$ cat config.mk
export PLATFORM = sky130hd
export DESIGN_NAME = pw_rx_target
export DESIGN_NICKNAME = d
export VERILOG_FILES = /design/src/rtl/pw_rx_pkg.sv /design/src/rtl/pw_rx_fifo.sv /design/src/rtl/pw_rx_cfg.sv /design/src/rtl/pw_rx_ctrl.sv /design/src/rtl/pw_rx_target.sv
export SDC_FILE = /design/constraint.sdc
export NUM_CORES = 1
export LEC_CHECK = 0
export BUFFER_PORTS_ARGS = -buffer_cell sky130_fd_sc_hd__buf_2
export CAP_MARGIN = 0
export CELL_PAD_IN_SITES_DETAIL_PLACEMENT = 0
export CELL_PAD_IN_SITES_GLOBAL_PLACEMENT = 1
export CORE_ASPECT_RATIO = 1.25
export CORE_MARGIN = 10
export CORE_UTILIZATION = 41
export CTS_CLUSTER_DIAMETER = 150
export DETAILED_ROUTE_END_ITERATION = 8
export GPL_ROUTABILITY_DRIVEN = 1
export GPL_TIMING_DRIVEN = 0
export MAX_ROUTING_LAYER = met4
export PLACE_DENSITY = 0.87
export SYNTH_ARGS = -nofsm -noshare
export SYNTH_HDL_FRONTEND = slang
export SYNTH_HIERARCHICAL = 1
export SYNTH_SLANG_ARGS = --single-unit
$ cat constraint.sdc
create_clock -name clk -period 4.44 [get_ports clk]
set_clock_uncertainty 0.05 [all_clocks]
set_input_delay 0 -clock clk [delete_from_list [all_inputs] [get_ports clk]]
set_output_delay 0 -clock clk [all_outputs]
set_load 0.05 [all_outputs]
$ cat src/rtl/pw_rx_pkg.sv
`timescale 1ns/1ps
package pw_rx_pkg;

    typedef enum logic [1:0] {
        ST_IDLE = 2'd0,
        ST_RECV = 2'd1,
        ST_DROP = 2'd2,
        ST_SKIP = 2'd3
    } pw_state_e;

    localparam logic [1:0] DIR_WRITE = 2'b10;

    localparam int FLG_PERR  = 0;
    localparam int FLG_OVR   = 1;
    localparam int FLG_MWLO  = 2;
    localparam int FLG_TCOMP = 3;
    localparam int NUM_FLAGS = 4;

endpackage

$ cat src/rtl/pw_rx_fifo.sv
`timescale 1ns/1ps
module pw_rx_fifo #(
    parameter int DEPTH = 4,
    parameter int WIDTH = 8
) (
    input  logic             clk,
    input  logic             rst_n,
    input  logic             push_i,
    input  logic [WIDTH-1:0] wdata_i,
    input  logic             pop_i,
    output logic [WIDTH-1:0] rdata_o,
    output logic             empty_o,
    output logic             full_o
);
    localparam int AW = (DEPTH > 1) ? $clog2(DEPTH) : 1;
    localparam int CW = $clog2(DEPTH + 1);
    localparam logic [AW-1:0] LAST = AW'(DEPTH - 1);
    localparam logic [CW-1:0] FULLC = CW'(DEPTH);

    logic [WIDTH-1:0] mem [DEPTH];
    logic [AW-1:0]    wptr_q, rptr_q;
    logic [CW-1:0]    cnt_q;
    logic             do_push, do_pop;

    assign do_push = push_i && !full_o;
    assign do_pop  = pop_i && !empty_o;

    always_ff @(posedge clk) begin
        if (do_push) begin
            mem[wptr_q] <= wdata_i;
        end
    end

    always_ff @(posedge clk or negedge rst_n) begin
        if (!rst_n) begin
            wptr_q <= '0;
            rptr_q <= '0;
            cnt_q  <= '0;
        end else begin
            if (do_push) begin
                wptr_q <= (wptr_q == LAST) ? '0 : wptr_q + 1'b1;
            end
            if (do_pop) begin
                rptr_q <= (rptr_q == LAST) ? '0 : rptr_q + 1'b1;
            end
            unique case ({do_push, do_pop})
                2'b10:   cnt_q <= cnt_q + 1'b1;
                2'b01:   cnt_q <= cnt_q - 1'b1;
                default: cnt_q <= cnt_q;
            endcase
        end
    end

    assign rdata_o = mem[rptr_q];
    assign empty_o = (cnt_q == '0);
    assign full_o  = (cnt_q == FULLC);

endmodule

$ cat src/rtl/pw_rx_cfg.sv
`timescale 1ns/1ps
module pw_rx_cfg #(
    parameter int          LEN_W     = 16,
    parameter logic [15:0] MWL_RESET = 16'd0
) (
    input  logic             clk,
    input  logic             rst_n,
    input  logic             sw_mwl_we_i,
    input  logic [LEN_W-1:0] sw_mwl_i,
    input  logic             ccc_mwl_we_i,
    input  logic [LEN_W-1:0] ccc_mwl_i,
    output logic [LEN_W-1:0] mwl_o,
    input  logic             sw_ack_we_i,
    input  logic             sw_nack_i,
    input  logic             sw_oneshot_i,
    input  logic             hdr_acked_i,
    output logic             nack_o,
    output logic             oneshot_o
);
    logic [LEN_W-1:0] mwl_q;
    logic             nack_q, oneshot_q;

    // Length register: software has precedence over the bus command.
    always_ff @(posedge clk or negedge rst_n) begin
        if (!rst_n) begin
            mwl_q <= LEN_W'(MWL_RESET);
        end else if (sw_mwl_we_i) begin
            mwl_q <= sw_mwl_i;
        end else if (ccc_mwl_we_i) begin
            mwl_q <= ccc_mwl_i;
        end
    end

    // Acknowledge setting with single-transfer option.
    always_ff @(posedge clk or negedge rst_n) begin
        if (!rst_n) begin
            nack_q    <= 1'b0;
            oneshot_q <= 1'b0;
        end else if (sw_ack_we_i) begin
            nack_q    <= sw_nack_i;
            oneshot_q <= sw_oneshot_i;
        end else if (hdr_acked_i && oneshot_q) begin
            nack_q    <= 1'b1;
            oneshot_q <= 1'b0;
        end
    end

    assign mwl_o     = mwl_q;
    assign nack_o    = nack_q;
    assign oneshot_o = oneshot_q;

endmodule

$ cat src/rtl/pw_rx_ctrl.sv
`timescale 1ns/1ps
module pw_rx_ctrl
    import pw_rx_pkg::*;
#(
    parameter int LEN_W = 16
) (
    input  logic                 clk,
    input  logic                 rst_n,
    input  logic                 hdr_stb_i,
    input  logic [1:0]           hdr_dir_i,
    input  logic                 nack_i,
    output logic                 hdr_ack_o,
    input  logic                 word_valid_i,
    input  logic [8:0]           word_i,
    input  logic                 stop_i,
    input  logic [LEN_W-1:0]     mwl_i,
    input  logic                 fifo_full_i,
    output logic                 push_o,
    output logic [7:0]           push_data_o,
    input  logic [NUM_FLAGS-1:0] flag_clr_i,
    output logic [NUM_FLAGS-1:0] flags_o,
    input  logic                 dir_clr_i,
    output logic [1:0]           dir_o
);
    localparam logic [LEN_W-1:0] CNT_MAX = '1;

    pw_state_e             state_q, state_d;
    logic [LEN_W-1:0]      cnt_q;
    logic [1:0]            dir_q;
    logic [NUM_FLAGS-1:0]  flag_set;
    logic [NUM_FLAGS-1:0]  flags_q;
    logic                  parity_ok, at_limit, count_word;

    assign parity_ok = ^word_i;
    assign at_limit  = (mwl_i != '0) && (cnt_q >= mwl_i);
    assign hdr_ack_o = hdr_stb_i && (hdr_dir_i == DIR_WRITE) && !nack_i;

    // State register
    always_ff @(posedge clk or negedge rst_n) begin
        if (!rst_n) begin
            state_q <= ST_IDLE;
        end else begin
            state_q <= state_d;
        end
    end

    // Next state: a header always restarts, then per-state transitions
    always_comb begin
        state_d = state_q;
        if (hdr_stb_i) begin
            state_d = hdr_ack_o ? ST_RECV : ST_SKIP;
        end else begin
            unique case (state_q)
                ST_IDLE: state_d = ST_IDLE;
                ST_RECV: begin
                    if (stop_i) begin
                        state_d = ST_IDLE;
                    end else if (word_valid_i && at_limit) begin
                        state_d = ST_DROP;
                    end
                end
                ST_DROP: if (stop_i) state_d = ST_IDLE;
                ST_SKIP: if (stop_i) state_d = ST_IDLE;
            endcase
        end
    end

    // Outputs: per-word action and flag set events
    always_comb begin
        push_o     = 1'b0;
        flag_set   = '0;
        count_word = 1'b0;
        unique case (state_q)
            ST_IDLE, ST_SKIP: begin
                push_o = 1'b0;
            end
            ST_RECV: begin
                if (word_valid_i) begin
                    if (at_limit) begin
                        flag_set[FLG_MWLO] = 1'b1;
                        flag_set[FLG_OVR]  = 1'b1;
                    end else begin
                        count_word = 1'b1;
                        if (!parity_ok) begin
                            flag_set[FLG_PERR] = 1'b1;
                        end else if (fifo_full_i) begin
                            flag_set[FLG_OVR] = 1'b1;
                        end else begin
                            push_o = 1'b1;
                        end
                    end
                end
                if (stop_i) begin
                    flag_set[FLG_TCOMP] = 1'b1;
                end
            end
            ST_DROP: begin
                if (word_valid_i) begin
                    flag_set[FLG_MWLO] = 1'b1;
                    flag_set[FLG_OVR]  = 1'b1;
                end
                if (stop_i) begin
                    flag_set[FLG_TCOMP] = 1'b1;
                end
            end
        endcase
    end

    assign push_data_o = word_i[8:1];

    // Word counter of the current transfer
    always_ff @(posedge clk or negedge rst_n) begin
        if (!rst_n) begin
            cnt_q <= '0;
        end else if (hdr_stb_i) begin
            cnt_q <= '0;
        end else if (count_word && (cnt_q != CNT_MAX)) begin
            cnt_q <= cnt_q + 1'b1;
        end
    end

    // Direction status
    always_ff @(posedge clk or negedge rst_n) begin
        if (!rst_n) begin
            dir_q <= '0;
        end else if (hdr_stb_i) begin
            dir_q <= hdr_dir_i;
        end else if (dir_clr_i) begin
            dir_q <= '0;
        end
    end
    assign dir_o = dir_q;

    // Sticky flags, set beats clear
    for (genvar g = 0; g < NUM_FLAGS; g++) begin : g_flag
        always_ff @(posedge clk or negedge rst_n) begin
            if (!rst_n) begin
                flags_q[g] <= 1'b0;
            end else if (flag_set[g]) begin
                flags_q[g] <= 1'b1;
            end else if (flag_clr_i[g]) begin
                flags_q[g] <= 1'b0;
            end
        end
    end
    assign flags_o = flags_q;

endmodule

$ cat src/rtl/pw_rx_target.sv
`timescale 1ns/1ps
module pw_rx_target
    import pw_rx_pkg::*;
#(
    parameter int          FIFO_DEPTH = 4,
    parameter int          LEN_W      = 16,
    parameter logic [15:0] MWL_RESET  = 16'd0
) (
    input  logic                 clk,
    input  logic                 rst_n,
    input  logic                 hdr_stb_i,
    input  logic [1:0]           hdr_dir_i,
    output logic                 hdr_ack_o,
    input  logic                 word_valid_i,
    input  logic [8:0]           word_i,
    input  logic                 stop_i,
    input  logic                 rd_i,
    output logic [7:0]           rd_data_o,
    output logic                 rx_avail_o,
    output logic [NUM_FLAGS-1:0] flags_o,
    input  logic [NUM_FLAGS-1:0] flag_clr_i,
    output logic [1:0]           dir_o,
    input  logic                 dir_clr_i,
    input  logic                 sw_mwl_we_i,
    input  logic [LEN_W-1:0]     sw_mwl_i,
    input  logic                 ccc_mwl_we_i,
    input  logic [LEN_W-1:0]     ccc_mwl_i,
    output logic [LEN_W-1:0]     mwl_o,
    input  logic                 sw_ack_we_i,
    input  logic                 sw_nack_i,
    input  logic                 sw_oneshot_i,
    output logic                 nack_cfg_o,
    output logic                 oneshot_o
);
    logic       nack_w, push_w, full_w, empty_w;
    logic [7:0] push_data_w;

    pw_rx_cfg #(
        .LEN_W     (LEN_W),
        .MWL_RESET (MWL_RESET)
    ) u_cfg (
        .clk          (clk),
        .rst_n        (rst_n),
        .sw_mwl_we_i  (sw_mwl_we_i),
        .sw_mwl_i     (sw_mwl_i),
        .ccc_mwl_we_i (ccc_mwl_we_i),
        .ccc_mwl_i    (ccc_mwl_i),
        .mwl_o        (mwl_o),
        .sw_ack_we_i  (sw_ack_we_i),
        .sw_nack_i    (sw_nack_i),
        .sw_oneshot_i (sw_oneshot_i),
        .hdr_acked_i  (hdr_ack_o),
        .nack_o       (nack_w),
        .oneshot_o    (oneshot_o)
    );

    pw_rx_ctrl #(
        .LEN_W (LEN_W)
    ) u_ctrl (
        .clk          (clk),
        .rst_n        (rst_n),
        .hdr_stb_i    (hdr_stb_i),
        .hdr_dir_i    (hdr_dir_i),
        .nack_i       (nack_w),
        .hdr_ack_o    (hdr_ack_o),
        .word_valid_i (word_valid_i),
        .word_i       (word_i),
        .stop_i       (stop_i),
        .mwl_i        (mwl_o),
        .fifo_full_i  (full_w),
        .push_o       (push_w),
        .push_data_o  (push_data_w),
        .flag_clr_i   (flag_clr_i),
        .flags_o      (flags_o),
        .dir_clr_i    (dir_clr_i),
        .dir_o        (dir_o)
    );

    pw_rx_fifo #(
        .DEPTH (FIFO_DEPTH),
        .WIDTH (8)
    ) u_fifo (
        .clk     (clk),
        .rst_n   (rst_n),
        .push_i  (push_w),
        .wdata_i (push_data_w),
        .pop_i   (rd_i),
        .rdata_o (rd_data_o),
        .empty_o (empty_w),
        .full_o  (full_w)
    );

    assign rx_avail_o = !empty_w;
    assign nack_cfg_o = nack_w;

endmodule

Yosys cells after proc, flatten, opt, wreduce, memory -nomap -nowiden
Memories as Yosys holds them, arrays and structs flattened.
Cells that the tools add are included.
Widths: inputs -> output; s select.
{ "word_totals": {"reg_bits": 49, "mem_bits_rw": 32, "out_inout_bits": 34, "wordCells": 106, "memories": 1} }
{ "mem_list": {"columns": ["memory", "words", "word_bits", "read_ports", "rd_ports_with_merged_regs", "wr", "line", "text"], "rows": [
  ["u_fifo.mem", 4, 8, 1, 0, 1, "pw_rx_fifo.sv:20", "logic [WIDTH-1:0] mem [DEPTH];"]
]} }
{ "classes": {"addsub": 5, "magnitude_cmp": 1, "n_eq_ne": 12, "muxes": 48, "n_reduce_logical": 26} }
{ "ops": {"columns": ["op", "n"], "rows": [
  ["$mux 16", 4],
  ["$mux 1", 30],
  ["$mux 2", 10],
  ["$reduce_bool 2->1", 9],
  ["$add 16x1->16 const B", 1],
  ["$ge 16x16->1", 1],
  ["$ne 16x16->1 const B", 1],
  ["$reduce_bool 16->1", 1],
  ["$eq 2x2->1 const B", 6],
  ["$pmux 3 s2", 2],
  ["$reduce_xor 9->1", 1],
  ["$logic_and 1x1->1", 8],
  ["$pmux 2 s3", 1],
  ["$add 2x1->2 const B", 2],
  ["$eq 2x1->1 const B", 2],
  ["$ne 4x3->1 const B", 1],
  ["$add 3x1->3 const B", 1],
  ["$eq 3x3->1 const B", 1],
  ["$logic_not 1->1", 3],
  ["$logic_not 3->1", 1],
  ["$mux 3", 1],
  ["$ne 3x1->1 const B", 1],
  ["$sub 3x1->3 const B", 1],
  ["$logic_not 2->1", 1],
  ["2 further kinds", 2]
]} }

Longest topological paths before layout
Gate-level depths: netlist of run 1.
{ "logic_depth": {"word_depth": 9, "ltp_mapped": 16, "mapped_depth_nobuf": 16} }

By module
Netlist of run 1, hierarchy kept.
{ "by_module_without_submodules": {"columns": ["module", "instances", "cells_per_inst", "area_each_um2", "seq_area_each_um2"], "rows": [
  ["pw_rx_ctrl", 1, 227, 1930.6, 600.6],
  ["pw_rx_fifo", 1, 83, 1611.5, 1136.1],
  ["pw_rx_cfg", 1, 77, 824.5, 450.4],
  ["pw_rx_target", 1, 1, 3.8, 0.0]
]} }

Worst setup path before layout of run 1
No wires, ideal clock.
{ "synth_path": {"path_type": "reg-to-reg", "from": "register u_cfg.mwl_q[13], in the netlist u_cfg/mwl_o[13]", "to": "register u_fifo.cnt_q[2]", "setup_ns": 0.125, "arrival_ns": 3.649, "slack_ns": 0.616, "stages_incl_launch_ff": 17, "path_cell_list": "dfrtp_1 > inv_1 > ha_1 > a21o_1 > a21o_1 > a2111o_1 > o31ai_1 > nand2_1 > nor3b_1 > and2_4 > inv_1 > ha_1 > inv_1 > fa_1 > xor2_1 > nor2_1 > xor2_1"} }
{ "synth_via": {"elab_chain_len": 8} }
{ "synth_rtl": {"columns": ["element", "line", "text"], "rows": [
  ["start: declaration", "pw_rx_cfg.sv:20", "logic [LEN_W-1:0] mwl_q;"],
  ["start signal: assignment", "pw_rx_cfg.sv:26", "mwl_q <= LEN_W'(MWL_RESET);"],
  ["start signal: assignment", "pw_rx_cfg.sv:28", "mwl_q <= sw_mwl_i;"],
  ["start signal: assignment", "pw_rx_cfg.sv:30", "mwl_q <= ccc_mwl_i;"],
  ["$ge 16x16->1 or $reduce_bool 16->1 (tied branches)", "pw_rx_ctrl.sv:35", "assign at_limit = (mwl_i != '0) && (cnt_q >= mwl_i);"],
  ["$logic_and 1x1->1 (*)", "pw_rx_ctrl.sv:35", null],
  ["$mux 1 (*)", "pw_rx_ctrl.sv:79", "if (at_limit) begin"],
  ["$mux 1 (*)", "pw_rx_ctrl.sv:78", "if (word_valid_i) begin"],
  ["$mux 1 (*)", "pw_rx_ctrl.sv:73", "unique case (state_q)"],
  ["net push_w", "pw_rx_target.sv:35", "logic nack_w, push_w, full_w, empty_w;"],
  ["$logic_and 1x1->1 (*)", "pw_rx_fifo.sv:25", "assign do_push = push_i && !full_o;"],
  ["$eq 2x1->1 or $eq 2x2->1 (tied branches)", "pw_rx_fifo.sv:46", "unique case ({do_push, do_pop})"],
  ["$pmux 3 s2 or $reduce_bool 2->1 (tied branches)", null, null],
  ["end signal: assignment", "pw_rx_fifo.sv:47", "2'b10: cnt_q <= cnt_q + 1'b1;"],
  ["end signal: assignment", "pw_rx_fifo.sv:48", "2'b01: cnt_q <= cnt_q - 1'b1;"],
  ["end signal: assignment", "pw_rx_fifo.sv:49", "default: cnt_q <= cnt_q;"],
  ["end: declaration", "pw_rx_fifo.sv:22", "logic [CW-1:0] cnt_q;"]
]} }
The timed path passes the listed nets; every way through them passes the cells marked *.
A chain may end at the register's enable or synchronous reset.

Worst setup path in the final report of run 1
Ends and elaborated chain as after synthesis.

==> flow_metrics.py, run 1 <==
metrics = {
    "synth": {
        "yosys.area.top_type": "dfrtp_1",
        "synth_edf_count": 32,
        "syn-num-nets": 474,
        "yosys.cell_count.top_type": "dfrtp_1",
        "ys_warn_count": 6,
        "synth_area_leaders": "dfrtp_1 (28%), edfxtp_1 (22%), ha_1 (7.4%), mux2i_1 (4.1%), mux4_2 (4.1%)",
        "avgSynthCellArea_sq_um": 11.3,
        "synth-main-ff-cell": "dfrtp_1",
        "synthCells": 388,
        "synth.distinct_cells": 52,
        "synth_seq_cells": 81,
        "synth_commonest_cells": "dfrtp_1 (49), nand2_1 (39), inv_1 (33)",
        "async_flop_share_pct": 60.5,
        "synth_area_sq_um": 4370,
        "synth_top_area_share_pct": 28.1,
        "ys_seq_area_share_pct": 50.0,
    },
    "floorplanning": {
        "fp-row-count": 42,
        "initial_core_util_pct": 41.6,
        "io_pins": 93,
        "coreArea_sq_um": 10500,
        "dieArea_sq_um": 15200,
        "fp.dieW_um": 112,
        "die_height_um": 135,
    },
    "pwr": {
        "swShare_pct": 33.2,
        "internal_power_w": 0.00168,
        "p_leak_nw": 2.71,
        "clkPwrFrac_pct": 31.5,
        "pwr-share-comb_pct": 32.2,
        "ir_worst_vdd_v": 0.000194,
        "power_switching_w": 0.000832,
        "p_per_area_nw_per_um2": 425,
        "pwr-share-seq_pct": 36.3,
    },
    "sta": {
        "worst_pin_slew_ps": 1120,
        "rsz0062_at_grt": "no",
        "period_minus_slack_ps": 3870,
        "hold_viol": 0,
        "period_share_pct": 87.3,
        "finalWorstSetupSlack_ps": 566,
        "fmax_ghz": 0.258,
        "slew_headroom_pct": 25.6,
        "fin_tns_setup_ps": 0,
        "finalSetupViolations": 0,
        "maxSlewViolCount": 0,
    },
    "placement": {
        "pre_cts_ws_ps": 316,
        "gp_congestion": 0.787,
        "portBuffers": 90,
        "dp_hpwl_um": 7570,
    },
    "worst_setup_path": {
        "startpoint_type": "flop",
        "worstPathArrival_ps": 4040,
        "end_kind": "flop",
        "r2r_cells": 16,
        "critical_path_class": "reg2reg",
        "crit_fanout": 5,
        "critPathRequiredTime_ps": 4600,
    },
    "clock_tree": {
        "cts_buffer_depth": 2,
        "cts.htree.levels": 3,
        "cts_sinks": 81,
        "cts_root_buf": "clkbuf_16",
        "cts_tree": "built",
        "cts_buffers": 9,
        "postCtsSetupBuffers": 0,
        "clk_pin_slew_ps": 60,
        "clk_latency_ps": 330,
    },
    "job": {
        "maxCapViolCount": 0,
    },
    "global_route": {
        "grt_antenna_before_repair": 0,
        "grt_pass1_wl_um": 17900,
        "grt_overflow_total": 0,
        "track_usage_pct": 14.7,
        "grt_pass1_vias": 3763,
        "grt_max_degree": 50,
    },
    "cells_and_area": {
        "regArea_sq_um": 2190,
        "areaGrowthSynthToFinish_pct": 35.0,
        "drive_above_1_share_pct": 26.2,
        "nNetsFinal": 634,
        "fillers": 874,
        "multiInputGateArea_sq_um": 1920,
        "diodes": 0,
    },
    "outcome": {
        "outcome": "complete, no violations",
    },
    "routing": {
        "drtIter0Drc": 157,
        "drtPass1Iterations": 4,
        "ant_nets": 0,
        "vias": 3461,
        "drc": 0,
        "avgRoutedWirePerCell_um": 15.5,
        "via_per_inst": 5.05,
        "wl_um": 10600,
    },
    "min_path": {
        "hp-class": "in2reg",
        "hold_depth": 3,
    },
}
[worst paths after layout]
path	from	endpoint	slack (ps)
worst min-delay path	rd_i	u_fifo/rptr_q[0]$_DFFE_PN0P_	40
worst max register to register	u_cfg/mwl_o[13]$_DFFE_PN0P_	u_fifo/cnt_q[2]$_DFFE_PN0P_	570
worst min register to register	u_fifo/cnt_q[2]$_DFFE_PN0P_	u_fifo/cnt_q[2]$_DFFE_PN0P_	450
min in group asynchronous	rst_n	u_ctrl/flags_o[1]$_DFFE_PN0P_	370
worst max-delay path	u_cfg/mwl_o[13]$_DFFE_PN0P_	u_fifo/cnt_q[2]$_DFFE_PN0P_	570
max in group asynchronous	rst_n	u_fifo/rptr_q[0]$_DFFE_PN0P_	3290
[sequential cells by signal, indices dropped and copies added (netlist names)]
signal           cells
u_ctrl/flags_o       4
u_ctrl/state_q       2
u_fifo/cnt_q         3
u_cfg/nack_o         1
u_fifo/rptr_q        2
u_ctrl/cnt_q        16
u_cfg/mwl_o         16
u_ctrl/dir_o         2
u_cfg/oneshot_o      1
u_fifo/mem          32
u_fifo/wptr_q        2
[layout make-up]
| cell class | instances | area share, % |
|---|---|---|
| flip-flops and latches | 81 | 37.1 |
| multi-input cells | 253 | 32.5 |
| repair buffers | 149 | 17.6 |
| clock buffers | 10 | 4.05 |
| well taps | 132 | 2.80 |
| plain buffers | 21 | 2.44 |
| inverters | 33 | 2.10 |
| clock inverters | 6 | 1.38 |
[metrics by stage]
stage	cell area (sq um)	hold slack (ps)	std cells	utilization, %	total power (W)
2_1_floorplan	4370	-346	388	-	0.00150
3_3_place_gp	4990	131	610	47.4	0.00167
3_5_place_dp	4990	141	610	47.4	0.00169
4_1_cts	5900	37.4	685	56.1	0.00253
5_1_grt	5900	81.7	685	56.2	0.00264
6_report	5900	35.7	685	56.2	0.00251
[logic make-up (layout without fill, tap and decap cells)]
family / after synthesis / count (layout) / share of synthesized area (%)
AO/OA/AOI/OAI: 60 / 60 / 8.59
XOR/XNOR: 10 / 10 / 2.32
adder cells (fa/ha/maj): 27 / 27 / 7.90
buffers and inverters: 54 / 219 / 6.13
flip-flops: 81 / 81 / 50.0
multiplexers: 37 / 37 / 11.3
AND/OR/NAND/NOR: 119 / 119 / 13.8
[placed cells by master, fill, tap and decap left out, types with 3 or more instances in the layout]
cell,instances
mux4_2,8
or4_1,3
o21ai_0,13
nand2_1,39
clkbuf_16,9
mux2_2,9
and3_2,4
buf_4,8
dlygate4sd3_1,59
mux2i_1,18
nor3_1,9
or3_1,4
xnor2_1,6
nor2b_1,6
clkbuf_1,6
nor2_1,20
o21ai_1,10
o31ai_1,3
and3_1,3
a21oi_1,14
nor4b_1,3
nor4_1,7
nand2b_1,5
ha_1,26
edfxtp_1,32
xor2_1,3
buf_2,93
inv_1,33
nand4_1,4
nand3_1,7
dfrtp_1,49
[timing repair]
| action | 4_1_cts | 5_1_grt |
|---|---|---|
| endpoints found under the setup margin | 0 | 1 |
| hold buffers | 59 | 0 |
| resized for setup | 0 | 1 |
| hold endpoints to repair | 106 | 0 |
[power groups by stage]
stage,clock [W],combinational [W],sequential [W]
2_1_floorplan,0,0.000512,0.000990
3_3_place_gp,0,0.000748,0.000919
3_5_place_dp,0,0.000763,0.000924
4_1_cts,0.000803,0.000819,0.000910
5_1_grt,0.000841,0.000880,0.000920
6_report,0.000789,0.000808,0.000910
[critical path: stages, from the launching register on]
cell	delay, ps
dfrtp_1	390
inv_1	60
ha_1	300
a21o_1	180
a21o_1	170
a2111o_1	440
o31ai_2	500
nand2_1	140
nor3b_1	400
and2_4	260
inv_1	50
ha_1	210
inv_1	70
fa_1	170
xor2_1	160
nor2_1	60
xor2_1	140
[layer usage]
| layer | global-route usage, % | wire length, um | vias up |
|---|---|---|---|
| met5 | - | 0 | - |
| met3 | 2.79 | 371 | 13 |
| met4 | 4.94 | 146 | 0 |
| met2 | 27.0 | 5800 | 80 |
| li1 | - | - | 1709 |
| met1 | 15.2 | 4270 | 1659 |
Power figures use the tool's default switching activity.
==> inputs of run 2 (changes only) <==
--- a/config.mk
+++ b/config.mk
@@ -10,7 +10,6 @@
 export CELL_PAD_IN_SITES_DETAIL_PLACEMENT = 0
 export CELL_PAD_IN_SITES_GLOBAL_PLACEMENT = 1
 export CORE_ASPECT_RATIO = 1.25
-export CORE_MARGIN = 10
 export CORE_UTILIZATION = 41
 export CTS_CLUSTER_DIAMETER = 150
 export DETAILED_ROUTE_END_ITERATION = 8
==> run 2 against run 1 <==
Register-to-register slack got worse by 60 ps. Via count rose by 1.1%. Sequential power about the same. Critical path type unchanged. Die area shrank 27%.
==> flow_metrics.py, run 2 (same netlist as run 1, synthesis figures left out) <==
metrics = {
    "sta": {
        "fin_tns_setup_ps": 0,
        "maxSlewViolCount": 0,
        "period_minus_slack_ps": 3940,
        "rsz0062_at_grt": "no",
        "fmax_ghz": 0.254,
        "worst_pin_slew_ps": 1110,
        "hold_viol": 0,
        "finalWorstSetupSlack_ps": 504,
        "hold_slack_ps": 48.3,
        "period_share_pct": 88.7,
        "finalSetupViolations": 0,
        "slew_headroom_pct": 26.3,
    },
    "cells_and_area": {
        "nNetsFinal": 634,
        "final_common_cell": "buf_2",
        "regMostFlops": "u_fifo/mem",
        "fillers": 863,
        "areaGrowthSynthToFinish_pct": 34.9,
        "layoutNonFillerInstCount": 682,
        "layout_common_cells": "buf_2 (93), dlygate4sd3_1 (59), dfrtp_1 (49)",
        "largest_reg_flops": 32,
        "drive_above_1_share_pct": 26.2,
        "diodes": 0,
    },
    "routing": {
        "via_per_inst": 5.13,
        "vias": 3500,
        "drtIter0Drc": 69,
        "wl_um": 10000,
        "ant_nets": 0,
        "drc": 0,
        "drtPass1Iterations": 4,
        "avgRoutedWirePerCell_um": 14.7,
    },
    "pwr": {
        "p_per_area_nw_per_um2": 425,
        "ir_worst_vdd_v": 0.000194,
        "p_leak_nw": 2.71,
    },
    "worst_setup_path": {
        "startpoint_type": "flop",
        "critical_path_class": "reg2reg",
        "worstPathArrival_ps": 4100,
        "crit_fanout": 5,
        "critPathRequiredTime_ps": 4600,
        "end_kind": "flop",
    },
    "job": {
        "maxCapViolCount": 0,
    },
    "floorplanning": {
        "dieArea_sq_um": 11100,
        "io_pins": 93,
        "fp-row-count": 41,
        "die_height_um": 117,
        "fp.dieW_um": 94.3,
        "initial_core_util_pct": 42.8,
        "coreArea_sq_um": 10200,
    },
    "clock_tree": {
        "clk_latency_ps": 330,
        "cts_root_buf": "clkbuf_16",
        "clk_pin_slew_ps": 60,
        "cts_buffers": 9,
        "cts_buffer_depth": 2,
        "cts_tree": "built",
        "cts.htree.levels": 3,
        "postCtsSetupBuffers": 0,
        "cts_sinks": 81,
    },
    "placement": {
        "portBuffers": 90,
        "pre_cts_ws_ps": 272,
        "dp_cells": 607,
        "gp_congestion": 0.780,
        "dp_hpwl_um": 6880,
    },
    "global_route": {
        "grt_pass1_vias": 3622,
        "grt_pass1_wl_um": 16800,
        "track_usage_pct": 19.8,
        "grt_overflow_total": 0,
        "grt_antenna_before_repair": 0,
        "grt_max_degree": 50,
    },
    "outcome": {
        "outcome": "complete, no violations",
    },
    "min_path": {
        "hp-class": "in2reg",
    },
}
## run 2: cell types whose count changed in the layout (fill, tap and decap cells not counted), sizes merged
| cell | change |
|---|---|
| clkbuf | -1 |
| inv | +1 |
## run 2: area by class of cell
| type | instances | area [sq um] | share of cell area, % |
|---|---|---|---|
| Buffer | 21 | 144 | 2.44 |
| Sequential cell | 81 | 2190 | 37.1 |
| Clock inverter | 7 | 93.8 | 1.59 |
| Clock buffer | 9 | 225 | 3.82 |
| Tap cell | 129 | 161 | 2.74 |
| Timing Repair Buffer | 149 | 1040 | 17.7 |
| Multi-Input combinational cell | 253 | 1920 | 32.6 |
| Inverter | 33 | 124 | 2.10 |
## run 2: path summary, 6_finish.rpt
| check | start | cells after the start | slack, ps | end |
|---|---|---|---|---|
| max | u_cfg/mwl_o[13]$_DFFE_PN0P_ | 16 | 500 | u_fifo/cnt_q[2]$_DFFE_PN0P_ |
| min | rd_i | 3 | 50 | u_fifo/rptr_q[0]$_DFFE_PN0P_ |
| max reg2reg | u_cfg/mwl_o[13]$_DFFE_PN0P_ | 16 | 500 | u_fifo/cnt_q[2]$_DFFE_PN0P_ |
| min reg2reg | u_fifo/cnt_q[2]$_DFFE_PN0P_ | 1 | 450 | u_fifo/cnt_q[2]$_DFFE_PN0P_ |
| max in group asynchronous | rst_n | 2 | 3280 | u_ctrl/cnt_q[13]$_DFFE_PN0P_ |
| min in group asynchronous | rst_n | 2 | 370 | u_ctrl/cnt_q[0]$_DFFE_PN0P_ |
## run 2: worst max-delay path, cell delays in order (launching register included)
cell and delay [ps]:
dfrtp_1 400, inv_1 60, ha_1 300, a21o_1 180
a21o_1 170, a2111o_1 450, o31ai_2 470, nand2_1 170
nor3b_1 410, and2_4 260, inv_1 50, ha_1 230
inv_1 80, fa_1 180, xor2_1 140, nor2_1 60
xor2_1 140
## run 2: power breakdown
group / total, W / internal, W / switching [W]
Combinational: 0.000802 / 0.000318 / 0.000484
Sequential: 0.000910 / 0.000853 / 0.0000568
Clock: 0.000792 / 0.000492 / 0.000300
Total: 0.00250 / 0.00166 / 0.000841
## run 2: what timing repair did
item,4_1_cts,5_1_grt
endpoints found under the setup margin,0,2
hold endpoints to repair,106,0
gates resized for setup,0,1
hold buffers,59,0
## run 2: through the flow
stage | power (W) | utilization [%] | instance area [sq um]
finish | 0.00250 | 57.8 | 5900
detailed placement | 0.00168 | 48.8 | 4980
CTS | 0.00254 | 57.7 | 5890
global placement | 0.00166 | 48.8 | 4980
floorplan | 0.00150 | - | 4370
global route | 0.00264 | 57.8 | 5900
## run 2: per-layer routing
| layer | up-vias | track usage, % | wire length, um | share of wire [%] |
|---|---|---|---|---|
| met5 | - | - | 0 | 0 |
| met4 | 0 | 5.19 | 107 | 1.1 |
| met3 | 12 | 3.89 | 345 | 3.4 |
| met2 | 78 | 34.5 | 5470 | 55 |
| met1 | 1703 | 23.0 | 4090 | 41 |
| li1 | 1707 | - | - | - |
